--- src/rtl/mbc_pkg.sv ---
package mbc_pkg;
  typedef enum logic [2:0] {
    K_MRD   = 3'd0,
    K_MWR   = 3'd1,
    K_IORD  = 3'd2,
    K_IOWR  = 3'd3,
    K_FETCH = 3'd4
  } kind_e;

  typedef enum logic [2:0] {
    ST_IDLE, ST_T1, ST_T2, ST_TW, ST_T3, ST_HOLD
  } state_e;

  typedef struct packed {
    logic is_io;
    logic is_wr;
    logic is_fetch;
  } cyc_attr_t;

  function automatic logic kind_legal(logic [2:0] k);
    return k <= 3'd4;
  endfunction

  function automatic cyc_attr_t decode_kind(logic [2:0] k);
    cyc_attr_t a;
    a.is_io    = (k == K_IORD) || (k == K_IOWR);
    a.is_wr    = (k == K_MWR)  || (k == K_IOWR);
    a.is_fetch = (k == K_FETCH);
    return a;
  endfunction
endpackage

--- src/rtl/mbc_seq.sv ---
module mbc_seq
  import mbc_pkg::*;
(
  input  logic   clk_i,
  input  logic   rst_ni,
  input  logic   start_i,
  input  logic   hold_i,
  input  logic   ready_i,
  output state_e state_o,
  output logic   take_o,
  output logic   t3_exit_o
);
  state_e state_q, state_d;

  always_comb begin
    state_d = state_q;
    unique case (state_q)
      ST_IDLE: if (hold_i) state_d = ST_HOLD;
               else if (start_i) state_d = ST_T1;
      ST_T1:   state_d = ST_T2;
      ST_T2,
      ST_TW:   state_d = ready_i ? ST_T3 : ST_TW;
      ST_T3:   if (hold_i) state_d = ST_HOLD;
               else if (start_i) state_d = ST_T1;
               else state_d = ST_IDLE;
      ST_HOLD: if (!hold_i) state_d = ST_IDLE;
      default: state_d = ST_IDLE;
    endcase
  end

  always_ff @(posedge clk_i or negedge rst_ni) begin
    if (!rst_ni) state_q <= ST_IDLE;
    else         state_q <= state_d;
  end

  assign state_o   = state_q;
  assign take_o    = (state_d == ST_T1);
  assign t3_exit_o = (state_q == ST_T3);
endmodule

--- src/rtl/mbc_req_reg.sv ---
module mbc_req_reg
  import mbc_pkg::*;
#(
  parameter int ADDR_W = 16,
  parameter int DATA_W = 8
) (
  input  logic              clk_i,
  input  logic              rst_ni,
  input  logic              take_i,
  input  logic              t3_exit_i,
  input  logic [2:0]        kind_i,
  input  logic [ADDR_W-1:0] addr_i,
  input  logic [DATA_W-1:0] wdata_i,
  input  logic [DATA_W-1:0] ad_i,
  output cyc_attr_t         attr_o,
  output logic [ADDR_W-1:0] addr_o,
  output logic [DATA_W-1:0] wdata_o,
  output logic [DATA_W-1:0] rdata_o,
  output logic              done_o
);
  cyc_attr_t         attr_q;
  logic [ADDR_W-1:0] addr_q;
  logic [DATA_W-1:0] wdata_q, rdata_q;
  logic              done_q;

  always_ff @(posedge clk_i or negedge rst_ni) begin
    if (!rst_ni) begin
      attr_q  <= '0;
      addr_q  <= '0;
      wdata_q <= '0;
    end else if (take_i) begin
      attr_q  <= decode_kind(kind_i);
      addr_q  <= addr_i;
      wdata_q <= wdata_i;
    end
  end

  always_ff @(posedge clk_i or negedge rst_ni) begin
    if (!rst_ni) begin
      rdata_q <= '0;
      done_q  <= 1'b0;
    end else begin
      done_q <= t3_exit_i;
      if (t3_exit_i && !attr_q.is_wr) rdata_q <= ad_i;
    end
  end

  assign attr_o  = attr_q;
  assign addr_o  = addr_q;
  assign wdata_o = wdata_q;
  assign rdata_o = rdata_q;
  assign done_o  = done_q;
endmodule

--- src/rtl/mbc_drive.sv ---
module mbc_drive
  import mbc_pkg::*;
#(
  parameter int ADDR_W = 16,
  parameter int DATA_W = 8
) (
  input  state_e                   state_i,
  input  cyc_attr_t                attr_i,
  input  logic [ADDR_W-1:0]        addr_i,
  input  logic [DATA_W-1:0]        wdata_i,
  output logic [DATA_W-1:0]        ad_o,
  output logic                     ad_oe_o,
  output logic [ADDR_W-DATA_W-1:0] addr_hi_o,
  output logic                     addr_hi_oe_o,
  output logic                     ale_o,
  output logic                     io_m_o,
  output logic                     s1_o,
  output logic                     s0_o,
  output logic                     rd_n_o,
  output logic                     wr_n_o,
  output logic                     ctrl_oe_o,
  output logic                     hlda_o
);
  localparam int HI_W = ADDR_W - DATA_W;

  logic t1, strobe, active, owned;
  assign t1     = (state_i == ST_T1);
  assign strobe = (state_i == ST_T2) || (state_i == ST_TW) || (state_i == ST_T3);
  assign active = t1 || strobe;
  assign owned  = (state_i != ST_HOLD);

  assign ale_o   = t1;
  assign ad_o    = t1 ? addr_i[DATA_W-1:0] : wdata_i;
  assign ad_oe_o = t1 || (strobe && attr_i.is_wr);

  // I/O cycles mirror the port number onto the high byte
  generate
    if (HI_W <= DATA_W) begin : g_hi_narrow
      assign addr_hi_o = attr_i.is_io ? addr_i[HI_W-1:0] : addr_i[ADDR_W-1:DATA_W];
    end else begin : g_hi_wide
      assign addr_hi_o = attr_i.is_io ? {{(HI_W-DATA_W){1'b0}}, addr_i[DATA_W-1:0]}
                                      : addr_i[ADDR_W-1:DATA_W];
    end
  endgenerate

  assign io_m_o = active && attr_i.is_io;
  assign s1_o   = active && !attr_i.is_wr;
  assign s0_o   = active && (attr_i.is_wr || attr_i.is_fetch);
  assign rd_n_o = !(strobe && !attr_i.is_wr);
  assign wr_n_o = !(strobe && attr_i.is_wr);

  assign addr_hi_oe_o = owned;
  assign ctrl_oe_o    = owned;
  assign hlda_o       = !owned;
endmodule

--- src/rtl/mux_bus_ctrl.sv ---
module mux_bus_ctrl
  import mbc_pkg::*;
#(
  parameter int ADDR_W = 16,
  parameter int DATA_W = 8
) (
  input  logic                     clk_i,
  input  logic                     rst_ni,
  input  logic                     req_valid_i,
  input  logic [2:0]               req_kind_i,
  input  logic [ADDR_W-1:0]        req_addr_i,
  input  logic [DATA_W-1:0]        req_wdata_i,
  output logic                     done_o,
  output logic [DATA_W-1:0]        rdata_o,
  output logic [DATA_W-1:0]        ad_o,
  output logic                     ad_oe_o,
  input  logic [DATA_W-1:0]        ad_i,
  output logic [ADDR_W-DATA_W-1:0] addr_hi_o,
  output logic                     addr_hi_oe_o,
  output logic                     ale_o,
  output logic                     io_m_o,
  output logic                     s1_o,
  output logic                     s0_o,
  output logic                     rd_n_o,
  output logic                     wr_n_o,
  output logic                     ctrl_oe_o,
  input  logic                     ready_i,
  input  logic                     hold_i,
  output logic                     hlda_o
);
  state_e            state;
  logic              take, t3_exit, start;
  cyc_attr_t         attr;
  logic [ADDR_W-1:0] addr_q;
  logic [DATA_W-1:0] wdata_q;

  assign start = req_valid_i && kind_legal(req_kind_i);

  mbc_seq u_seq (
    .clk_i     (clk_i),
    .rst_ni    (rst_ni),
    .start_i   (start),
    .hold_i    (hold_i),
    .ready_i   (ready_i),
    .state_o   (state),
    .take_o    (take),
    .t3_exit_o (t3_exit)
  );

  mbc_req_reg #(.ADDR_W(ADDR_W), .DATA_W(DATA_W)) u_req (
    .clk_i     (clk_i),
    .rst_ni    (rst_ni),
    .take_i    (take),
    .t3_exit_i (t3_exit),
    .kind_i    (req_kind_i),
    .addr_i    (req_addr_i),
    .wdata_i   (req_wdata_i),
    .ad_i      (ad_i),
    .attr_o    (attr),
    .addr_o    (addr_q),
    .wdata_o   (wdata_q),
    .rdata_o   (rdata_o),
    .done_o    (done_o)
  );

  mbc_drive #(.ADDR_W(ADDR_W), .DATA_W(DATA_W)) u_drv (
    .state_i      (state),
    .attr_i       (attr),
    .addr_i       (addr_q),
    .wdata_i      (wdata_q),
    .ad_o         (ad_o),
    .ad_oe_o      (ad_oe_o),
    .addr_hi_o    (addr_hi_o),
    .addr_hi_oe_o (addr_hi_oe_o),
    .ale_o        (ale_o),
    .io_m_o       (io_m_o),
    .s1_o         (s1_o),
    .s0_o         (s0_o),
    .rd_n_o       (rd_n_o),
    .wr_n_o       (wr_n_o),
    .ctrl_oe_o    (ctrl_oe_o),
    .hlda_o       (hlda_o)
  );
endmodule

--- config.mk ---
export PLATFORM = sky130hd
export DESIGN_NAME = mux_bus_ctrl
export DESIGN_NICKNAME = d
export VERILOG_FILES = /design/src/rtl/mbc_pkg.sv /design/src/rtl/mbc_seq.sv /design/src/rtl/mbc_req_reg.sv /design/src/rtl/mbc_drive.sv /design/src/rtl/mux_bus_ctrl.sv
export SDC_FILE = /design/constraint.sdc
export NUM_CORES = 1
export LEC_CHECK = 0
export BUFFER_PORTS_ARGS = -buffer_cell sky130_fd_sc_hd__buf_2
export CAP_MARGIN = 10
export CORE_ASPECT_RATIO = 0.6
export CORE_MARGIN = 4
export CORE_UTILIZATION = 49
export CTS_BUF_LIST = sky130_fd_sc_hd__clkbuf_8
export DETAILED_ROUTE_END_ITERATION = 6
export GPL_TIMING_DRIVEN = 1
export PLACE_DENSITY_LB_ADDON = 0.08
export REMOVE_ABC_BUFFERS = 1
export SLEW_MARGIN = 20
export SYNTH_ARGS = -nofsm -noshare
export SYNTH_HDL_FRONTEND = slang
export SYNTH_SLANG_ARGS = --single-unit
--- constraint.sdc ---
create_clock -name clk_i -period 2.2 [get_ports clk_i]
set_clock_uncertainty 0.05 [all_clocks]
set_input_delay 0.33 -clock clk_i [delete_from_list [all_inputs] [get_ports clk_i]]
set_output_delay 0.33 -clock clk_i [all_outputs]
set_load 0.1 [all_outputs]
Yosys cells after proc, flatten, opt, wreduce, memory -nomap -nowiden. Cells that the tools add are included.

Eq/ne operators: 11. Reductions and logical operators: 20. Magnitude comparators: 1. Muxes and demuxes: 9.

Operators by type and width (number): two-way mux 8 bit (2); two-way mux 3 bit (5); case mux 3 bit (5 select lines) (1); == test 3 x 2 -> 1 bit (second input constant) (4); == test 3 x 1 -> 1 bit (second input constant) (3); == test 3 bit (second input constant) (3); logical AND 1 bit (7); logical OR 1 bit (7); logical NOT 1 bit (4); <= comparator 3 bit (second input constant) (1); logical NOT 3 bit (1); inequality test 3 bit (second input constant) (1); OR reduction 2 bit (1); two-way mux 1 bit (1).

Word-level logic and storage cells: 49. Output and inout port bits: 35. Register bits after elaboration: 39.

Depth between registers and ports, before layout. Gate-level depths: netlist of run 1.

Depth in word-level cells: 6. Depth in mapped cells: 6.

Hierarchy. A second synthesis of run 1 with hierarchy kept.

Cells, all modules: 135. Area, all modules: 1855.5 um^2.

Modules (own cells, without submodules): mbc_req_reg (area each 1380.1 um^2, cells each 82, times used 1, sequential area each 900.9 um^2); mbc_drive (area each 317.8 um^2, cells each 36, times used 1, sequential area each 0.0 um^2); mbc_seq (area each 146.4 um^2, cells each 15, times used 1, sequential area each 75.1 um^2); mux_bus_ctrl (area each 11.3 um^2, cells each 2, times used 1, sequential area each 0.0 um^2).

Worst setup path before layout of run 1. Ideal clock, no wire load.

Kind: register -> output. Start: register u_seq.state_q[1], in the netlist u_seq.state_o[1]. End: output port ad_oe_o. Buffers on the path: 0. Data arrival time: 2.918 ns. Slack: -1.098 ns. Cell stages (with the launch flop): 3. Cell sequence: dfrtp_1 nor3_2 nand2b_1.

Elaborated cells on any way between the ends: 8.

RTL lines: from (decl) (line mbc_seq.sv:13) `state_e state_q, state_d;`; from (signal assigned) (line mbc_seq.sv:33) `else state_q <= state_d;`; == test 3 x 1 -> 1 bit (line mbc_drive.sv:27) `assign t1 = (state_i == ST_T1);`; via ale_o (line mux_bus_ctrl.sv:20) `output logic ale_o,`; logical OR 1 bit (line mbc_drive.sv:34) `assign ad_oe_o = t1 || (strobe && attr_i.is_wr);`; to (decl) (line mux_bus_ctrl.sv:16) `output logic ad_oe_o,`.

The timed path passes the listed nets, and every way through them passes these cells.

Worst setup path in the final report of run 1.
Start: register u_seq.state_q[1], in the netlist u_seq.state_o[1]. End: output port ad_o[2].

Longest elaborated chain between the ends: 2.

Ends and longest elaborated chain: == test 3 x 1 -> 1 bit (line mbc_drive.sv:27); two-way mux 8 bit (line mbc_drive.sv:33) `assign ad_o = t1 ? addr_i[DATA_W-1:0] : wdata_i;`; to (decl) (line mux_bus_ctrl.sv:15) `output logic [DATA_W-1:0] ad_o,`.

No other way between the ends.

==> flow_summary_export.csv, run 1 <==
group,metric,value,unit
logic_synthesis,ys.warnings.count,0,
outcome,outcome,"completed",
global_routing,busiest_layer,"met2",
routing,viasPerCell,5.032,
global_routing,grtUsageTotal,0.1793,
routing,drtIter0Drc,41,
routing,first_pass_iters,4,
routing,routed_wl,3.998,mm
cells_and_area,drive_above_1_share,0.6927,
timing,rsz0062_at_grt,"no",
global_routing,grt_pass1_vias,1267,
critical_path,worstPathRequired,1820,ps
timing,max_freq,470.1,MHz
floorplanning,coreArea,3383,sq um
global_routing,grt_pass1_wl,6.313,mm
timing,worst_slew_pin_slew,867.7,ps
cells_and_area,antenna-diode-count,0,
logic_synthesis,syn_avg_cell_area,14.31,sq um
place,io_buffer_count,74,
logic_synthesis,synthCells,126,
min_path,worstHoldPathType,"in -> async",
clock_tree,cts_sinks,39,
floorplanning,num_rows,16,
floorplanning,initial_utilization,0.5329,
floorplanning,die_area,4746,sq um
critical_path,startpoint_type,"register",
global_routing,grt-ovfl-total,0,
place,place.gp.congestion,0.7346,
floorplanning,die_w,86.31,um
logic_synthesis,synth_seq_cells,39,
clock_tree,cts_root_buffer,"clkbuf_8",
timing,relSlewSlack,0.4215,
timing,hold_violations,0,
global_routing,grt_util_met1,0.2236,
timing,setup_viol,0,
clock_tree,clock_latency,270,ps
logic_synthesis,synthSimpleGateAreaFrac,0.08050,
critical_path,crit_slowest_cell,"dfrtp_2",
critical_path,cp.arrival,1750,ps
logic_synthesis,synth-xor-area-share,0.004858,
clock_tree,max-clock-path-buffers,2,
place,hpwl,3.113,mm
cells_and_area,layout.nets,246,
clock_tree,cts_buffers,5,
logic_synthesis,synth-compound-area-share,0.02359,
cells_and_area,regArea,978.4,sq um
cells_and_area,nFillCells,237,
clock_tree,cts_tree,"built",
cells_and_area,syn2layout_area_growth,36.29,%
run,maxCapViolCount,0,
global_routing,grt_max_degree,40,
critical_path,path_cells,"nor3_2, buf_4, mux2_2, buf_12",
critical_path,crit_fanout,7,
routing,wl_per_cell,15.99,um
critical_path,crit_type,"reg -> out",
critical_path,critPathMaxStageDelay,470,ps
logic_synthesis,synth_mux_area_frac,0.3185,
global_routing,grt_use_met3,0.05621,
timing,drv_slew,0,
routing,antenna_left,0,
global_routing,antenna_found_initial,0,
clock_tree,clk_pin_slew,70,ps
logic_synthesis,synth_top_family_by_area,"multiplexers",
logic_synthesis,synth.distinct_cells,25,
routing,drc_errors,0,
logic_synthesis,ys_seq_area_frac,0.5413,
timing,period_share,0.9670,
clock_tree,htree_num_levels,2,
routing,num_vias,1258,
timing,period_needed,2127,ps
logic_synthesis,synth_area,1803,sq um
clock_tree,holdBufCountCts,0,
floorplanning,fp.dieH,54.99,um
timing,setup_total_negative_slack,0,ps
global_routing,use_met2,0.3043,
critical_path,critPathCaptureType,"primary output",
cells_and_area,multi_input_area,773.2,sq um
logic_synthesis,synthAdderAreaFrac,0,
floorplanning,pin_count,75,
==> cells by family after synthesis <==
family / Yosys count
mux: 51
xor+xnor: 1
flops: 39
compound gates: 5
simple gates: 22
buf+inv: 8
==> layer usage <==
metal,up-vias,share of wire,wire (um)
li1,595,-,-
met1,620,0.43,1731
met2,39,0.49,1958
met3,4,0.068,272
met4,0,0.0090,36
met5,-,0,0
==> worst max-delay path: cells and delay by family, from the launching register on <==
family | cells | cell delay, ps
simple gates | 1 | 260
mux | 1 | 370
buf+inv | 2 | 360
flops | 1 | 470
==> cell usage after synthesis <==
cell / number / share of area
mux2_2: 50 / 0.31
dfrtp_1: 39 / 0.54
buf_6: 3 / 0.019
inv_1: 3 / 0.0062
nand2_1: 3 / 0.0062
nor2b_1: 3 / 0.010
o21ai_0: 3 / 0.0083
and2_1: 2 / 0.0069
nand2b_1: 2 / 0.0069
nand3_1: 2 / 0.0056
nor2_2: 2 / 0.0069
a211oi_4: 1 / 0.011
and2b_1: 1 / 0.0042
buf_4: 1 / 0.0042
clkbuf_1: 1 / 0.0021
mux2_1: 1 / 0.0062
nand2b_4: 1 / 0.0076
nand3b_1: 1 / 0.0042
nor2_1: 1 / 0.0021
nor3_2: 1 / 0.0056
nor3b_1: 1 / 0.0042
o21a_1: 1 / 0.0042
or2_4: 1 / 0.0049
or3b_2: 1 / 0.0049
xnor2_1: 1 / 0.0049
==> final cells by class <==
type                       count  share of cell area
clock inverter                 1            0.001527
multi-input combinational     79              0.3147
sequential                    39              0.3982
tap                           45             0.02291
clock buffer                   5             0.02800
timing repair buffer          78              0.2301
inverter                       3            0.004582
==> flip-flops by register name, indices dropped and copies added (netlist names) <==
register,cells
u_req.rdata_o,8
u_req.done_o,1
u_seq.state_o,3
u_req.wdata_o,8
u_req.attr_o,3
u_req.addr_o,16
==> cell usage in the layout (no fill, tap or decap) <==
cell,instances
xnor2_1,1
mux2_2,50
nor3_2,1
nor3b_1,1
nand3_1,2
clkbuf_8,5
clkbuf_4,1
inv_1,4
buf_2,63
nor2_1,1
dfrtp_2,2
nand2_1,3
o21ai_0,3
and2_1,2
or2_4,1
nand2b_4,1
nor2b_1,3
dfrtp_1,37
buf_4,3
or3b_4,1
a211oi_4,1
mux2_1,1
o21a_1,1
and2b_1,1
buf_12,11
nor2_2,2
nand2b_1,2
nand3b_1,1
==> through the flow <==
stage	cells	hold WS, ps	instance area, sq um	util	setup WS (ps)
2_1_floorplan	121	-15.59	1758	-	-1551
3_3_place_gp	243	415.0	2370	0.7004	346.1
3_5_place_dp	243	426.2	2370	0.7004	275.2
4_1_cts	249	138.5	2442	0.7219	23.23
5_1_grt	250	170.6	2457	0.7263	11.24
6_report	250	112.1	2457	0.7263	72.61
==> final timing paths <==
kind | start | end | slack, ps | depth (start not counted)
max reg2reg | u_seq.state_o[1] | u_req.addr_o[11] | 300 | 5
min | rst_ni | u_req.rdata_o[2] | 110 | 1
min reg2reg | u_req.wdata_o[4] | u_req.wdata_o[4] | 430 | 1
max | u_seq.state_o[1] | ad_o[2] | 70 | 4
max in group asynchronous | rst_ni | u_seq.state_o[1] | 1380 | 1
min in group clk_i | req_wdata_i[4] | u_req.wdata_o[4] | 220 | 2
==> timing repair <==
item                       CTS  global route
setup buffers                0             1
setup endpoints to repair    0            13
resized for setup            0             4
Power of run 1 is left out: the tool's default activity adds up to more than one toggle a clock period on the data nets, which glitch-free logic cannot reach.
==> inputs of run 2 (changes only) <==
--- a/config.mk
+++ b/config.mk
@@ -9,7 +9,7 @@
 export CAP_MARGIN = 10
 export CORE_ASPECT_RATIO = 0.6
 export CORE_MARGIN = 4
-export CORE_UTILIZATION = 49
+export CORE_UTILIZATION = 50
 export CTS_BUF_LIST = sky130_fd_sc_hd__clkbuf_8
 export DETAILED_ROUTE_END_ITERATION = 6
 export GPL_TIMING_DRIVEN = 1
@@ -18,4 +18,5 @@
 export SLEW_MARGIN = 20
 export SYNTH_ARGS = -nofsm -noshare
 export SYNTH_HDL_FRONTEND = slang
+export SYNTH_HIERARCHICAL = 1
 export SYNTH_SLANG_ARGS = --single-unit
==> flow_summary_export.csv, run 2 <==
group,metric,value,unit
clock_tree,cts_root_buffer,"clkbuf_8",
place,place.gp.congestion,0.7752,
global_routing,grtUsageTotal,0.1730,
critical_path,crit_fanout,9,
timing,rsz0062_at_grt,"no",
floorplanning,coreArea,3403,sq um
routing,first_pass_iters,4,
critical_path,startpoint_type,"register",
clock_tree,cts_buffers,5,
logic_synthesis,synth_top_area_share,0.5260,
timing,relSlewSlack,0.4496,
critical_path,worstPathRequired,1820,ps
critical_path,timing.rr.end,"u_req/rdata_o[4]",
timing,period_share,0.9512,
routing,wl_met1,1.760,mm
critical_path,critPathMaxStageDelay,470,ps
critical_path,rr_startpoint,"u_seq/state_o[1]",
outcome,outcome,"completed",
logic_synthesis,synth.most_common_cell,"mux2_2",
routing,antenna_left,0,
timing,finalWorstSetupSlack,107.3,ps
timing,max_freq,477.9,MHz
logic_synthesis,synth_seq_cells,39,
global_routing,grt_pass1_wl,6.106,mm
timing,worst_slew_pin_slew,825.5,ps
critical_path,critPathCaptureType,"primary output",
place,io_buffer_count,74,
logic_synthesis,ys.warnings.count,6,
clock_tree,max-clock-path-buffers,2,
timing,hold_violations,0,
run,maxCapViolCount,0,
logic_synthesis,synth_area,1856,sq um
cells_and_area,multi_input_area,800.8,sq um
floorplanning,num_rows,16,
floorplanning,fp.dieH,55.19,um
logic_synthesis,yosys.area.top_type,"dfrtp_1",
cells_and_area,final_util,0.7375,
cells_and_area,antenna-diode-count,0,
timing,drv_slew,0,
critical_path,path_cells,"nor3b_2, buf_4, mux2_2, buf_12",
floorplanning,die_area,4782,sq um
critical_path,reg2regPathDepth,6,
routing,viasPerCell,5.008,
global_routing,grt-ovfl-total,0,
routing,routed_wl,3.957,mm
routing,drtIter0Drc,30,
floorplanning,die_w,86.65,um
cells_and_area,syn2layout_area_growth,35.27,%
clock_tree,htree_num_levels,2,
cells_and_area,drive_above_1_share,0.6495,
logic_synthesis,synthTopCellsByCount,"40 x mux2_2, 39 x dfrtp_1, 8 x mux2_4",
critical_path,crit_slowest_cell,"dfrtp_2",
logic_synthesis,synthCells,135,
cells_and_area,largest_reg_flops,16,
floorplanning,pin_count,75,
routing,wl_met3,330,um
critical_path,crit_type,"reg -> out",
routing,wl_per_cell,15.28,um
timing,period_needed,2093,ps
routing,route.met2.wl,1.848,mm
logic_synthesis,synth_edf_count,0,
cells_and_area,layout.nets,253,
critical_path,cp.arrival,1710,ps
global_routing,grt_max_degree,40,
logic_synthesis,ys_dominant_reg_cell,"dfrtp_1",
logic_synthesis,syn_avg_cell_area,13.74,sq um
routing,num_vias,1297,
clock_tree,cts_sinks,39,
logic_synthesis,ys_seq_area_frac,0.5260,
critical_path,rrSetupSlack,400,ps
logic_synthesis,synthArstFlopShare,1.000,
logic_synthesis,synthTopCellsByArea,"dfrtp_1 53%, mux2_2 24%, mux2_4 6.5%",
clock_tree,holdBufCountCts,0,
global_routing,antenna_found_initial,0,
routing,drc_errors,0,
timing,setup_viol,0,
cells_and_area,final_common_cell,"buf_2",
place,hpwl,2.972,mm
routing,top_layer_used,"met4",
cells_and_area,layout_common_cells,"65 x buf_2, 40 x mux2_2, 37 x dfrtp_1",
logic_synthesis,synth.distinct_cells,23,
cells_and_area,regArea,978.4,sq um
clock_tree,clk_pin_slew,70,ps
min_path,worstHoldPathType,"in -> async",
clock_tree,clock_latency,280,ps
cells_and_area,nFillCells,232,
floorplanning,initial_utilization,0.5452,
clock_tree,cts_tree,"built",
global_routing,grt_pass1_vias,1269,
place,dpl_worst_slack,285.1,ps
critical_path,cp-startpoint,"u_seq/state_o[1]",
run 2: cell count changes in the layout (fill, tap and decap cells not counted), moves of 2 or more:
cell / change
mux2_2: -10
mux2_4: +8
nor3_1: +3
nor3b_2: +3
buf_2: +2
clkbuf_8: +2
inv_1: +2
nand2b_1: -2
nand3_1: -2
nand3b_1: +2
nor2_1: +2
nor2_2: -2
o21ai_1: +2
o32ai_1: +2
run 2: final cells by class:
cell class,count,share of cell area
clock buffer,7,0.03838
sequential,39,0.3898
multi-input combinational,83,0.3190
clock inverter,1,0.001496
timing repair buffer,79,0.2213
inverter,5,0.007478
tap,45,0.02243
run 2: worst max-delay path, delay by kind of cell, from the launching register on:
kind,cells,cell delay [ps]
muxes,1,390
DFF,1,470
and+or+nand+nor,1,170
buffers and inverters,2,390
run 2: per-stage QoR:
step | std cells | hold WS, ps | TNS (ps) | cell area (sq um)
6_report | 259 | 89.72 | 0 | 2510
5_1_grt | 259 | 164.1 | 0 | 2510
4_1_cts | 259 | 114.4 | 0 | 2507
3_5_place_dp | 251 | 427.6 | 0 | 2407
3_3_place_gp | 251 | 417.7 | 0 | 2407
2_1_floorplan | 127 | -15.59 | -47900 | 1790
run 2: layer usage:
metal  track usage  vias to the layer above
li1              -                      632
met1        0.2146                      615
met2        0.2957                       48
met3       0.06805                        2
met4       0.03109                        0
met5             0                        -
run 2: cells by family (layout without fill, tap and decap cells):
logic type	count (synthesis)	count (layout)	synth area share
compound gates	12	12	0.04113
buf+inv	13	92	0.04518
simple gates	22	22	0.07484
mux	49	49	0.3129
flops	39	39	0.5260
run 2: repair_timing:
item | in CTS | in global routing
buffers inserted | 0 | 0
resized for setup | 0 | 2
endpoints found under the setup margin | 0 | 9
run 2: worst max-delay path by stage:
stage          cells after the start               end  slack [ps]
2_1_floorplan                      2            hlda_o       -1610
5_1_grt                            4           ad_o[7]          20
3_3_place_gp                       7   u_req/addr_o[0]         340
6_report                           4           ad_o[1]         110
4_1_cts                            4           ad_o[1]          20
3_5_place_dp                       7  u_req/wdata_o[5]         290
Power of run 2 is left out for the same reason.
